File: config.mk
export PLATFORM = sky130hd
export DESIGN_NAME = mdio_cmd_ctrl
export DESIGN_NICKNAME = d
export VERILOG_FILES = /design/src/rtl/mdio_pkg.sv /design/src/rtl/mdio_clkdiv.sv /design/src/rtl/mdio_frame_eng.sv /design/src/rtl/mdio_regs.sv /design/src/rtl/mdio_cmd_ctrl.sv
export SDC_FILE = /design/constraint.sdc
export NUM_CORES = 1
export LEC_CHECK = 0
export ABC_AREA = 0
export BUFFER_PORTS_ARGS = -buffer_cell sky130_fd_sc_hd__buf_2
export CAP_MARGIN = 20
export CELL_PAD_IN_SITES_DETAIL_PLACEMENT = 1
export CELL_PAD_IN_SITES_GLOBAL_PLACEMENT = 2
export CORE_MARGIN = 1.5
export CORE_UTILIZATION = 35
export CTS_CLUSTER_DIAMETER = 100
export DETAILED_ROUTE_END_ITERATION = 8
export PLACE_DENSITY = 0.86
export SYNTH_ARGS = -nofsm -noshare
export SYNTH_HDL_FRONTEND = slang
export SYNTH_SLANG_ARGS = --single-unit
File: constraint.sdc
create_clock -name clk -period 3.15 [get_ports clk]
set_input_delay 0.63 -clock clk [delete_from_list [all_inputs] [get_ports clk]]
set_output_delay 0.63 -clock clk [all_outputs]
set_load 0.02 [all_outputs]
File: src/rtl/mdio_pkg.sv
package mdio_pkg;
    localparam int BUS_AW      = 2;
    localparam int BUS_DW      = 32;
    localparam int MDIO_DW     = 16;
    localparam int FIELD_W     = 5;

    localparam logic [BUS_AW-1:0] ADDR_CMD  = 2'd0;
    localparam logic [BUS_AW-1:0] ADDR_DATA = 2'd1;

    localparam int CMD_GO_BIT  = 0;
    localparam int CMD_DIR_BIT = 1;
    localparam int CMD_REG_LSB = 4;
    localparam int CMD_PHY_LSB = 12;

    localparam int PRE_BITS    = 32;
    localparam int FRAME_BITS  = PRE_BITS + 2 + 2 + FIELD_W + FIELD_W + 2 + MDIO_DW;
    localparam int IDX_W       = $clog2(FRAME_BITS);
    localparam int TA_IDX      = PRE_BITS + 2 + 2 + FIELD_W + FIELD_W;
    localparam int RX_IDX      = TA_IDX + 2;

    typedef struct packed {
        logic               wr;
        logic [FIELD_W-1:0] phy;
        logic [FIELD_W-1:0] regnum;
    } cmd_t;
endpackage

File: src/rtl/mdio_clkdiv.sv
module mdio_clkdiv #(
    parameter int CLK_DIV = 4
) (
    input  logic clk,
    input  logic rst_n,
    input  logic run,
    output logic mdc,
    output logic rise_tick,
    output logic fall_tick
);
    localparam int CNT_W = (CLK_DIV > 1) ? $clog2(CLK_DIV) : 1;
    localparam logic [CNT_W-1:0] CNT_LAST = CNT_W'(CLK_DIV - 1);

    typedef struct packed {
        logic [CNT_W-1:0] cnt;
        logic             mdc;
    } div_st_t;

    div_st_t div_d, div_q;
    logic    wrap;

    always_comb begin
        div_d = div_q;
        wrap  = run && (div_q.cnt == CNT_LAST);
        if (!run) begin
            div_d.cnt = '0;
            div_d.mdc = 1'b0;
        end else if (wrap) begin
            div_d.cnt = '0;
            div_d.mdc = ~div_q.mdc;
        end else begin
            div_d.cnt = div_q.cnt + 1'b1;
        end
        rise_tick = wrap && !div_q.mdc;
        fall_tick = wrap &&  div_q.mdc;
    end

    always_ff @(posedge clk or negedge rst_n) begin
        if (!rst_n) div_q <= '0;
        else        div_q <= div_d;
    end

    assign mdc = div_q.mdc;
endmodule

File: src/rtl/mdio_frame_eng.sv
module mdio_frame_eng
    import mdio_pkg::*;
(
    input  logic               clk,
    input  logic               rst_n,
    input  logic               start,
    input  cmd_t               cmd,
    input  logic [MDIO_DW-1:0] tx_data,
    input  logic               rise_tick,
    input  logic               fall_tick,
    input  logic               mdio_i,
    output logic               active,
    output logic               mdio_o,
    output logic               mdio_oe,
    output logic               cap_valid,
    output logic [MDIO_DW-1:0] cap_data
);
    localparam logic [IDX_W-1:0] IDX_LAST = IDX_W'(FRAME_BITS - 1);
    localparam logic [IDX_W-1:0] IDX_TA   = IDX_W'(TA_IDX);
    localparam logic [IDX_W-1:0] IDX_RX   = IDX_W'(RX_IDX);

    typedef struct packed {
        logic                  active;
        logic                  is_rd;
        logic [FRAME_BITS-1:0] sh;
        logic [IDX_W-1:0]      idx;
        logic                  o;
        logic                  oe;
        logic [MDIO_DW-1:0]    rx;
    } eng_st_t;

    eng_st_t eng_d, eng_q;
    logic [IDX_W-1:0] idx_nx;

    always_comb begin
        eng_d     = eng_q;
        cap_valid = 1'b0;
        idx_nx    = eng_q.idx + 1'b1;
        if (!eng_q.active) begin
            if (start) begin
                eng_d.active = 1'b1;
                eng_d.is_rd  = !cmd.wr;
                eng_d.sh     = {{PRE_BITS{1'b1}}, 2'b01,
                                (cmd.wr ? 2'b01 : 2'b10),
                                cmd.phy, cmd.regnum,
                                (cmd.wr ? 2'b10 : 2'b00),
                                (cmd.wr ? tx_data : {MDIO_DW{1'b0}})};
                eng_d.idx    = '0;
                eng_d.o      = 1'b1;
                eng_d.oe     = 1'b1;
                eng_d.rx     = '0;
            end
        end else begin
            if (rise_tick && eng_q.is_rd && (eng_q.idx >= IDX_RX)) begin
                eng_d.rx = {eng_q.rx[MDIO_DW-2:0], mdio_i};
            end
            if (fall_tick) begin
                if (eng_q.idx == IDX_LAST) begin
                    eng_d.active = 1'b0;
                    eng_d.o      = 1'b0;
                    eng_d.oe     = 1'b0;
                    cap_valid    = eng_q.is_rd;
                end else begin
                    eng_d.idx = idx_nx;
                    eng_d.sh  = {eng_q.sh[FRAME_BITS-2:0], 1'b0};
                    eng_d.o   = eng_q.sh[FRAME_BITS-2];
                    eng_d.oe  = !(eng_q.is_rd && (idx_nx >= IDX_TA));
                end
            end
        end
    end

    always_ff @(posedge clk or negedge rst_n) begin
        if (!rst_n) eng_q <= '0;
        else        eng_q <= eng_d;
    end

    assign active   = eng_q.active;
    assign mdio_o   = eng_q.o;
    assign mdio_oe  = eng_q.oe;
    assign cap_data = eng_q.rx;
endmodule

File: src/rtl/mdio_regs.sv
module mdio_regs
    import mdio_pkg::*;
(
    input  logic               clk,
    input  logic               rst_n,
    input  logic               bus_wr,
    input  logic               bus_rd,
    input  logic [BUS_AW-1:0]  bus_addr,
    input  logic [BUS_DW-1:0]  bus_wdata,
    output logic [BUS_DW-1:0]  bus_rdata,
    input  logic               eng_active,
    input  logic               cap_valid,
    input  logic [MDIO_DW-1:0] cap_data,
    output logic               start,
    output cmd_t               cmd,
    output logic [MDIO_DW-1:0] data,
    output logic               busy
);
    typedef struct packed {
        cmd_t               cmd;
        logic               pend;
        logic [MDIO_DW-1:0] data;
    } reg_st_t;

    reg_st_t reg_d, reg_q;
    logic    busy_now;

    always_comb begin
        reg_d    = reg_q;
        busy_now = reg_q.pend || eng_active;
        if (reg_q.pend) reg_d.pend = 1'b0;
        if (bus_wr && (bus_addr == ADDR_CMD) && !busy_now) begin
            reg_d.cmd.wr     = bus_wdata[CMD_DIR_BIT];
            reg_d.cmd.regnum = bus_wdata[CMD_REG_LSB +: FIELD_W];
            reg_d.cmd.phy    = bus_wdata[CMD_PHY_LSB +: FIELD_W];
            reg_d.pend       = bus_wdata[CMD_GO_BIT];
        end
        if (bus_wr && (bus_addr == ADDR_DATA)) begin
            reg_d.data = bus_wdata[MDIO_DW-1:0];
        end
        if (cap_valid) begin
            reg_d.data = cap_data;
        end
    end

    always_ff @(posedge clk or negedge rst_n) begin
        if (!rst_n) reg_q <= '0;
        else        reg_q <= reg_d;
    end

    always_comb begin
        bus_rdata = '0;
        if (bus_rd) begin
            if (bus_addr == ADDR_CMD) begin
                bus_rdata[CMD_GO_BIT]               = busy_now;
                bus_rdata[CMD_DIR_BIT]              = reg_q.cmd.wr;
                bus_rdata[CMD_REG_LSB +: FIELD_W]   = reg_q.cmd.regnum;
                bus_rdata[CMD_PHY_LSB +: FIELD_W]   = reg_q.cmd.phy;
            end else if (bus_addr == ADDR_DATA) begin
                bus_rdata[MDIO_DW-1:0] = reg_q.data;
            end
        end
    end

    assign start = reg_q.pend;
    assign cmd   = reg_q.cmd;
    assign data  = reg_q.data;
    assign busy  = busy_now;
endmodule

File: src/rtl/mdio_cmd_ctrl.sv
module mdio_cmd_ctrl
    import mdio_pkg::*;
#(
    parameter int CLK_DIV = 4
) (
    input  logic              clk,
    input  logic              rst_n,
    input  logic              bus_wr,
    input  logic              bus_rd,
    input  logic [BUS_AW-1:0] bus_addr,
    input  logic [BUS_DW-1:0] bus_wdata,
    output logic [BUS_DW-1:0] bus_rdata,
    output logic              mdc,
    output logic              mdio_o,
    output logic              mdio_oe,
    input  logic              mdio_i
);
    logic               start_w;
    cmd_t               cmd_w;
    logic [MDIO_DW-1:0] data_w;
    logic               busy_w;
    logic               active_w;
    logic               rise_w;
    logic               fall_w;
    logic               cap_valid_w;
    logic [MDIO_DW-1:0] cap_data_w;

    mdio_regs u_regs (
        .clk        (clk),
        .rst_n      (rst_n),
        .bus_wr     (bus_wr),
        .bus_rd     (bus_rd),
        .bus_addr   (bus_addr),
        .bus_wdata  (bus_wdata),
        .bus_rdata  (bus_rdata),
        .eng_active (active_w),
        .cap_valid  (cap_valid_w),
        .cap_data   (cap_data_w),
        .start      (start_w),
        .cmd        (cmd_w),
        .data       (data_w),
        .busy       (busy_w)
    );

    mdio_clkdiv #(.CLK_DIV(CLK_DIV)) u_div (
        .clk       (clk),
        .rst_n     (rst_n),
        .run       (active_w),
        .mdc       (mdc),
        .rise_tick (rise_w),
        .fall_tick (fall_w)
    );

    mdio_frame_eng u_eng (
        .clk       (clk),
        .rst_n     (rst_n),
        .start     (start_w),
        .cmd       (cmd_w),
        .tx_data   (data_w),
        .rise_tick (rise_w),
        .fall_tick (fall_w),
        .mdio_i    (mdio_i),
        .active    (active_w),
        .mdio_o    (mdio_o),
        .mdio_oe   (mdio_oe),
        .cap_valid (cap_valid_w),
        .cap_data  (cap_data_w)
    );
endmodule

==> results of run 1 <==
==> how the worst max path moves through the flow <==
stage	slack, ps	endpoint	depth (start not counted)	start
2_1_floorplan	930	bus_rdata[16]	3	bus_addr[0]
3_3_place_gp	770	u_eng.eng_q[36]$_DFFE_PN0P_	5	u_eng.eng_q[18]$_DFFE_PN0P_
3_5_place_dp	670	u_eng.eng_q[28]$_DFFE_PN0P_	5	u_eng.eng_q[18]$_DFFE_PN0P_
4_1_cts	690	u_eng.eng_q[37]$_DFFE_PN0P_	5	u_eng.eng_q[18]$_DFFE_PN0P_
5_1_grt	510	u_eng.eng_q[36]$_DFFE_PN0P_	5	u_eng.eng_q[18]$_DFFE_PN0P_
6_report	650	u_eng.eng_q[37]$_DFFE_PN0P_	5	u_eng.eng_q[18]$_DFFE_PN0P_
==> metal layers <==
layer	global-route usage [%]	vias up	wire length [um]
met2	29.7	84	6560
li1	-	1962	-
met4	6.41	0	214
met5	0	-	0
met1	24.5	2172	6630
met3	4.76	20	550
==> flip-flops by register name, indices dropped and copies added (netlist names) <==
register	flops
u_regs.start	1
u_regs.data	16
u_eng.cap_data	16
u_eng.mdio_o	1
u_eng.eng_q	70
u_eng.mdio_oe	1
u_div.mdc	1
u_eng.active	1
u_div.div_q	2
u_regs.cmd	11
==> synthesized netlist by cell type, types with 6 or more instances <==
master    number  area [um^2]
inv_1          6         22.5
a221o_1        6         60.1
clkbuf_1      13         48.8
nor2_1        22         82.6
dfrtp_1      120         3000
a22oi_1       20          150
nand2_1      123          462
buf_4         16          120
o21ai_0       55          275
nand3_1       53          265
mux2_2        11          124
buf_2         22          110
and3_1         8         50.1
a21oi_1        7         35.0
mux2i_1       27          270
==> cells by family after synthesis <==
family,count (synthesis),synth area share (%)
simple gates,228,18.9
flops,120,54.6
compound gates,106,11.9
buf+inv,64,6.15
mux,39,7.38
fa+ha+maj,3,0.683
xor+xnor,2,0.319
other cells,1,0.0682
==> per-stage QoR <==
step                      cells  setup WS (ps)  hold slack, ps
final                       817            653             151
after global routing        817            515             176
after CTS                   817            686             148
after detailed placement    787            672             439
after global placement      787            775             422
after floorplan             577            926             334
==> report_power, final <==
part	switching, uW	leakage (uW)	internal, uW
clock	681	0.000281	1240
combinational	489	0.00125	403
sequential	360	0.00152	2010
==> critical path: stages, from the launching register on <==
cell and delay [ps]:
dfrtp_1 510, ha_1 420, nand3_2 210, o21a_1 450
nor2_4 550, o21ai_0 210
==> cell type report <==
type | count | area (um^2)
well taps | 211 | 264
repair buffers | 57 | 335
inverters | 6 | 22.5
flip-flops and latches | 120 | 3000
clock inverters | 7 | 93.8
clock buffers | 23 | 488
multi-input cells | 393 | 2240
fillers | 1741 | 8810
==> results.ini, run 1 <==
[place]
placed_cell_area_um2=5860
globalplace.congestion=0.742
portBuffers=43
hpwl_um=9070

[final_layout]
fin_area_um2=6440
layout-drive-gt1-share_pct=17.3
antenna_cells=0
syn2layout_area_growth_pct=17.3
final_util_pct=42.2
layout_commonest_cell=nand2_1
fin_nets=637
mostFrequentLayoutCells=nand2_1, dfrtp_1, o21ai_0, nand3_1, buf_2

[clock_tree]
cts_sinks=120
ctsHoldBuffers=0
clockRootBuffer=clkbuf_16
htreeDepth=4
worstSkewPairLatency_ps=420
cts_setup_buffers=0
cts_resized=0
cts.reportedPaths.clkPinSlew_ps=50
cts-buffers-inserted=17
cts_buffer_depth=2
tritoncts=built

[drt]
totalWireLength_um=14000
drtIter0Drc=268
wl_per_cell_um=17.1
vias=4238
ant_nets=0
drt-pass1-iter-count=4
viasPerCell=5.19
drcViolationCount=0

[die]
row_count=45
ios=74
dieArea_um2=16500
core_area_um2=15300
die_x_um=128
initial_core_util_pct=36.0
die_h_um=128

[sta]
fin_crit_ps=2500
hold_violations=0
relSlewSlack_pct=52.0
min_period_over_period_pct=79.3
fmax_ghz=0.401
setup_tns_ps=0
max_slew.worst_pin.slew_ps=720
slew_viol_final=0
skew_ps=12.3
grt_setup_unrepaired=false
setup_violations=0

[setup_path]
crit_arrival_ps=2770
r2r_cells=5
crit_fanout=26
r2r-end=u_eng.eng_q[37]$_DFFE_PN0P_
worstPathRequired_ps=3420
endpoint_kind=flop
reg2reg_from=u_eng.eng_q[18]$_DFFE_PN0P_
worstSetupStartpointType=flop
worstSetupPathType=flop to flop
ff2ff_setup_slack_ps=650

[logic_synthesis]
yosys_warnings=0
avgSynthCellArea_um2=9.76
async_reset_ff_share_pct=100
synth_cell_types=47
synth-edff-count=0
synthCells=563
synth_flop_cell=dfrtp_1
syn_area_um2=5500
ys_seq_area_share_pct=54.6
synth_seq_cells=120

[outcome]
outcome=completed

[pwr]
vdd_ir_drop_max_mv=0.351
power_leakage_uw=0.00305
powerDensity_nw_per_um2=804
totalPowerFinal_uw=5180

[grt]
grt_pass1_wl_um=23300
grt_use_total_pct=18.5
grt_pass1_vias=4437
grt_overflow=0
grt_antenna_before_repair=0
grt_max_degree=71

[job]
cap_viol_max_count=0

[worst_hold_path]
holdCritPathClass=input pin to asynchronous set/reset pin

Note: power is estimated with default switching activity, not from simulation.
==> inputs of run 2 (changes only) <==
--- a/config.mk
+++ b/config.mk
@@ -5,7 +5,7 @@
 export SDC_FILE = /design/constraint.sdc
 export NUM_CORES = 1
 export LEC_CHECK = 0
-export ABC_AREA = 0
+export ABC_AREA = 1
 export BUFFER_PORTS_ARGS = -buffer_cell sky130_fd_sc_hd__buf_2
 export CAP_MARGIN = 20
 export CELL_PAD_IN_SITES_DETAIL_PLACEMENT = 1
@@ -14,7 +14,7 @@
 export CORE_UTILIZATION = 35
 export CTS_CLUSTER_DIAMETER = 100
 export DETAILED_ROUTE_END_ITERATION = 8
-export PLACE_DENSITY = 0.86
+export PLACE_DENSITY = 0.88
 export SYNTH_ARGS = -nofsm -noshare
 export SYNTH_HDL_FRONTEND = slang
 export SYNTH_SLANG_ARGS = --single-unit
==> constraint.sdc (replaced) <==
create_clock -name clk -period 2.5 [get_ports clk]
set_input_delay 0.5 -clock clk [delete_from_list [all_inputs] [get_ports clk]]
set_output_delay 0.5 -clock clk [all_outputs]
set_load 0.02 [all_outputs]
==> results.ini, run 2 <==
[outcome]
outcome=completed

[setup_path]
slowest_delay_ps=370  ; -180 ps
worstSetupStartpointType=flop
path_cells=buf_4, nor2_2, a221oi_1, buf_2
crit_arrival_ps=1660  ; -1110 ps
worstPathRequired_ps=2000  ; -1420 ps
worstSetupPathType=flop to output port
slowest_stage=dfrtp_1
crit_fanout=14  ; -46%
critical-path-top-delay-family=buffers and inverters
ff2ff_setup_slack_ps=440  ; -210 ps
worst-path-buf-inv=2  ; +2
endpoint_kind=output port

[sta]
skew_ps=15.0  ; +2.70 ps
hold_violations=0  ; unchanged
fin_crit_ps=2160
relSlewSlack_pct=60.4  ; +8.4 points
fmax_ghz=0.462
slew_viol_final=0  ; unchanged
min_period_over_period_pct=86.5
setup_violations=0  ; unchanged
setup_tns_ps=0  ; unchanged
max_slew.worst_pin.slew_ps=594  ; -126 ps
grt_setup_unrepaired=false

[drt]
drcViolationCount=0  ; unchanged
viasPerCell=4.99  ; -3.7%
vias=4550  ; +7.4%
drt-pass1-iter-count=5  ; +1
wl_per_cell_um=15.6  ; -8.9%
ant_nets=0  ; unchanged
totalWireLength_um=14200  ; +1.6%
drtIter0Drc=196  ; -27%

[final_layout]
layout-drive-gt1-share_pct=20.4  ; +3.1 points
antenna_cells=0  ; unchanged
largest_reg_flops=70  ; unchanged
mostFrequentLayoutCells=dfrtp_1, nand2_1, inv_1, o21ai_0, nand3_1
register_area_um2=3000  ; unchanged
multiInputGateArea_um2=2140  ; -4.4%
layout_commonest_cell=dfrtp_1
fin_nets=724  ; +14%
fill_cells=1895  ; +8.8%
syn2layout_area_growth_pct=16.5
final_util_pct=42.1  ; -0.14 points
largest-register=u_eng.eng_q

[grt]
grt_max_degree=66  ; -7.0%
grt_overflow=0  ; unchanged
grt_pass1_vias=4747  ; +7.0%
grt_antenna_before_repair=0  ; unchanged
grt_use_total_pct=17.3  ; -1.3 points
grt_pass1_wl_um=23900  ; +2.6%

[die]
die_x_um=132  ; +2.5%
initial_core_util_pct=36.1  ; +0.11 points
dieArea_um2=17300  ; +5.1%
core_area_um2=16000  ; +4.9%
row_count=46  ; +2.2%
die_h_um=132  ; +2.5%
ios=74  ; unchanged

[pwr]
powerDensity_nw_per_um2=925  ; +15%
vdd_ir_drop_max_mv=0.472  ; +34%
power_leakage_uw=0.00300  ; -1.7%

[logic_synthesis]
synth_flop_cell=dfrtp_1
synth_commonest_cells=dfrtp_1, nand2_1, inv_1
synth.most_common_cell=dfrtp_1
yosys-top-cells-area=dfrtp_1, o21ai_0, nand2_1, inv_1, nand3_1
yosys_warnings=0  ; unchanged
async_reset_ff_share_pct=100  ; unchanged
avgSynthCellArea_um2=8.95  ; -8.3%
synth-edff-count=0  ; unchanged
synth_seq_cells=120  ; unchanged
ys_seq_area_share_pct=52.0  ; -2.7 points
yosysTopAreaCellShare_pct=52.0  ; -2.7 points
synth_top_area_cell=dfrtp_1
synthCells=646  ; +15%
synth_cell_types=37  ; -21%
syn_area_um2=5780  ; +5.2%

[clock_tree]
htreeDepth=4  ; unchanged
cts_sinks=120  ; unchanged
cts.reportedPaths.clkPinSlew_ps=60  ; about the same
ctsHoldBuffers=0  ; unchanged
clockRootBuffer=clkbuf_16
cts_buffer_depth=2  ; unchanged
cts_setup_buffers=0  ; unchanged
tritoncts=built
cts-buffers-inserted=17  ; unchanged
cts_resized=0  ; unchanged
worstSkewPairLatency_ps=420  ; about the same

[job]
cap_viol_max_count=0  ; unchanged

[worst_hold_path]
holdCritPathClass=input pin to asynchronous set/reset pin

[place]
globalplace.congestion=0.847  ; +14%
portBuffers=43  ; unchanged
hpwl_um=9500  ; +4.7%

[run 2: cells by family (layout without fill, tap and decap cells)]
kind of cell	Yosys count	count (layout)	share of synthesized area (%)
simple gates	186	186	14.4
compound gates	178	178	19.1
buf+inv	148	183	11.9
flops	120	120	52.0
mux	10	10	1.95
fa+ha+maj	3	3	0.650
other cells	1	15	0.0649
[run 2: area by class of cell]
cell class,count,share of cell area [%]
multi-input cells,392,31.8
flip-flops and latches,120,44.6
inverters,93,5.18
well taps,216,4.01
repair buffers,58,5.46
clock inverters,15,2.66
clock buffers,17,6.32
[run 2: final timing paths]
check                                              end  depth (start not counted)                         from
setup / recovery                          bus_rdata[0]                          4       u_eng.active$_DFF_PN0_
hold / removal             u_eng.eng_q[67]$_DFFE_PN0P_                          1                        rst_n
setup reg to reg           u_eng.eng_q[60]$_DFFE_PN0P_                          9  u_eng.eng_q[18]$_DFFE_PN0P_
hold reg to reg               u_div.div_q[1]$_DFF_PN0_                          1     u_div.div_q[1]$_DFF_PN0_
max in group asynchronous  u_eng.eng_q[37]$_DFFE_PN0P_                          2                        rst_n
min in group clk                u_regs.start$_DFF_PN0_                          3                 bus_wdata[0]
[run 2: worst register-to-register path: stages, from the launching register on]
cell     delay (ps)
dfrtp_1         460
ha_1            250
nand3_1         170
nor2_4          170
inv_2            50
nand2_2          80
nand2_4         220
buf_12          300
nand2_1         100
o21ai_0         100
[run 2: report_power, final]
part	internal [uW]	switching [uW]
clock	1570	927
sequential	2310	251
combinational	439	740
[run 2: through the flow]
stage	hold slack (ps)	total power, uW	instances	setup slack [ps]	instance area [um^2]
after floorplan	204	3400	660	599	5830
after global placement	422	3690	879	438	6130
after detailed placement	435	3780	879	438	6130
after CTS	90.2	6300	911	288	6740
after global routing	110	6560	911	226	6740
final	83.7	6230	911	338	6740
[run 2: routing by layer]
layer	part of all wire (%)	GRT usage [%]	vias to the layer above
met1	48	22.6	2264
met2	48	28.1	78
met5	0	0	-
met4	1.2	5.43	0
met3	3.1	4.21	12
li1	-	-	2196
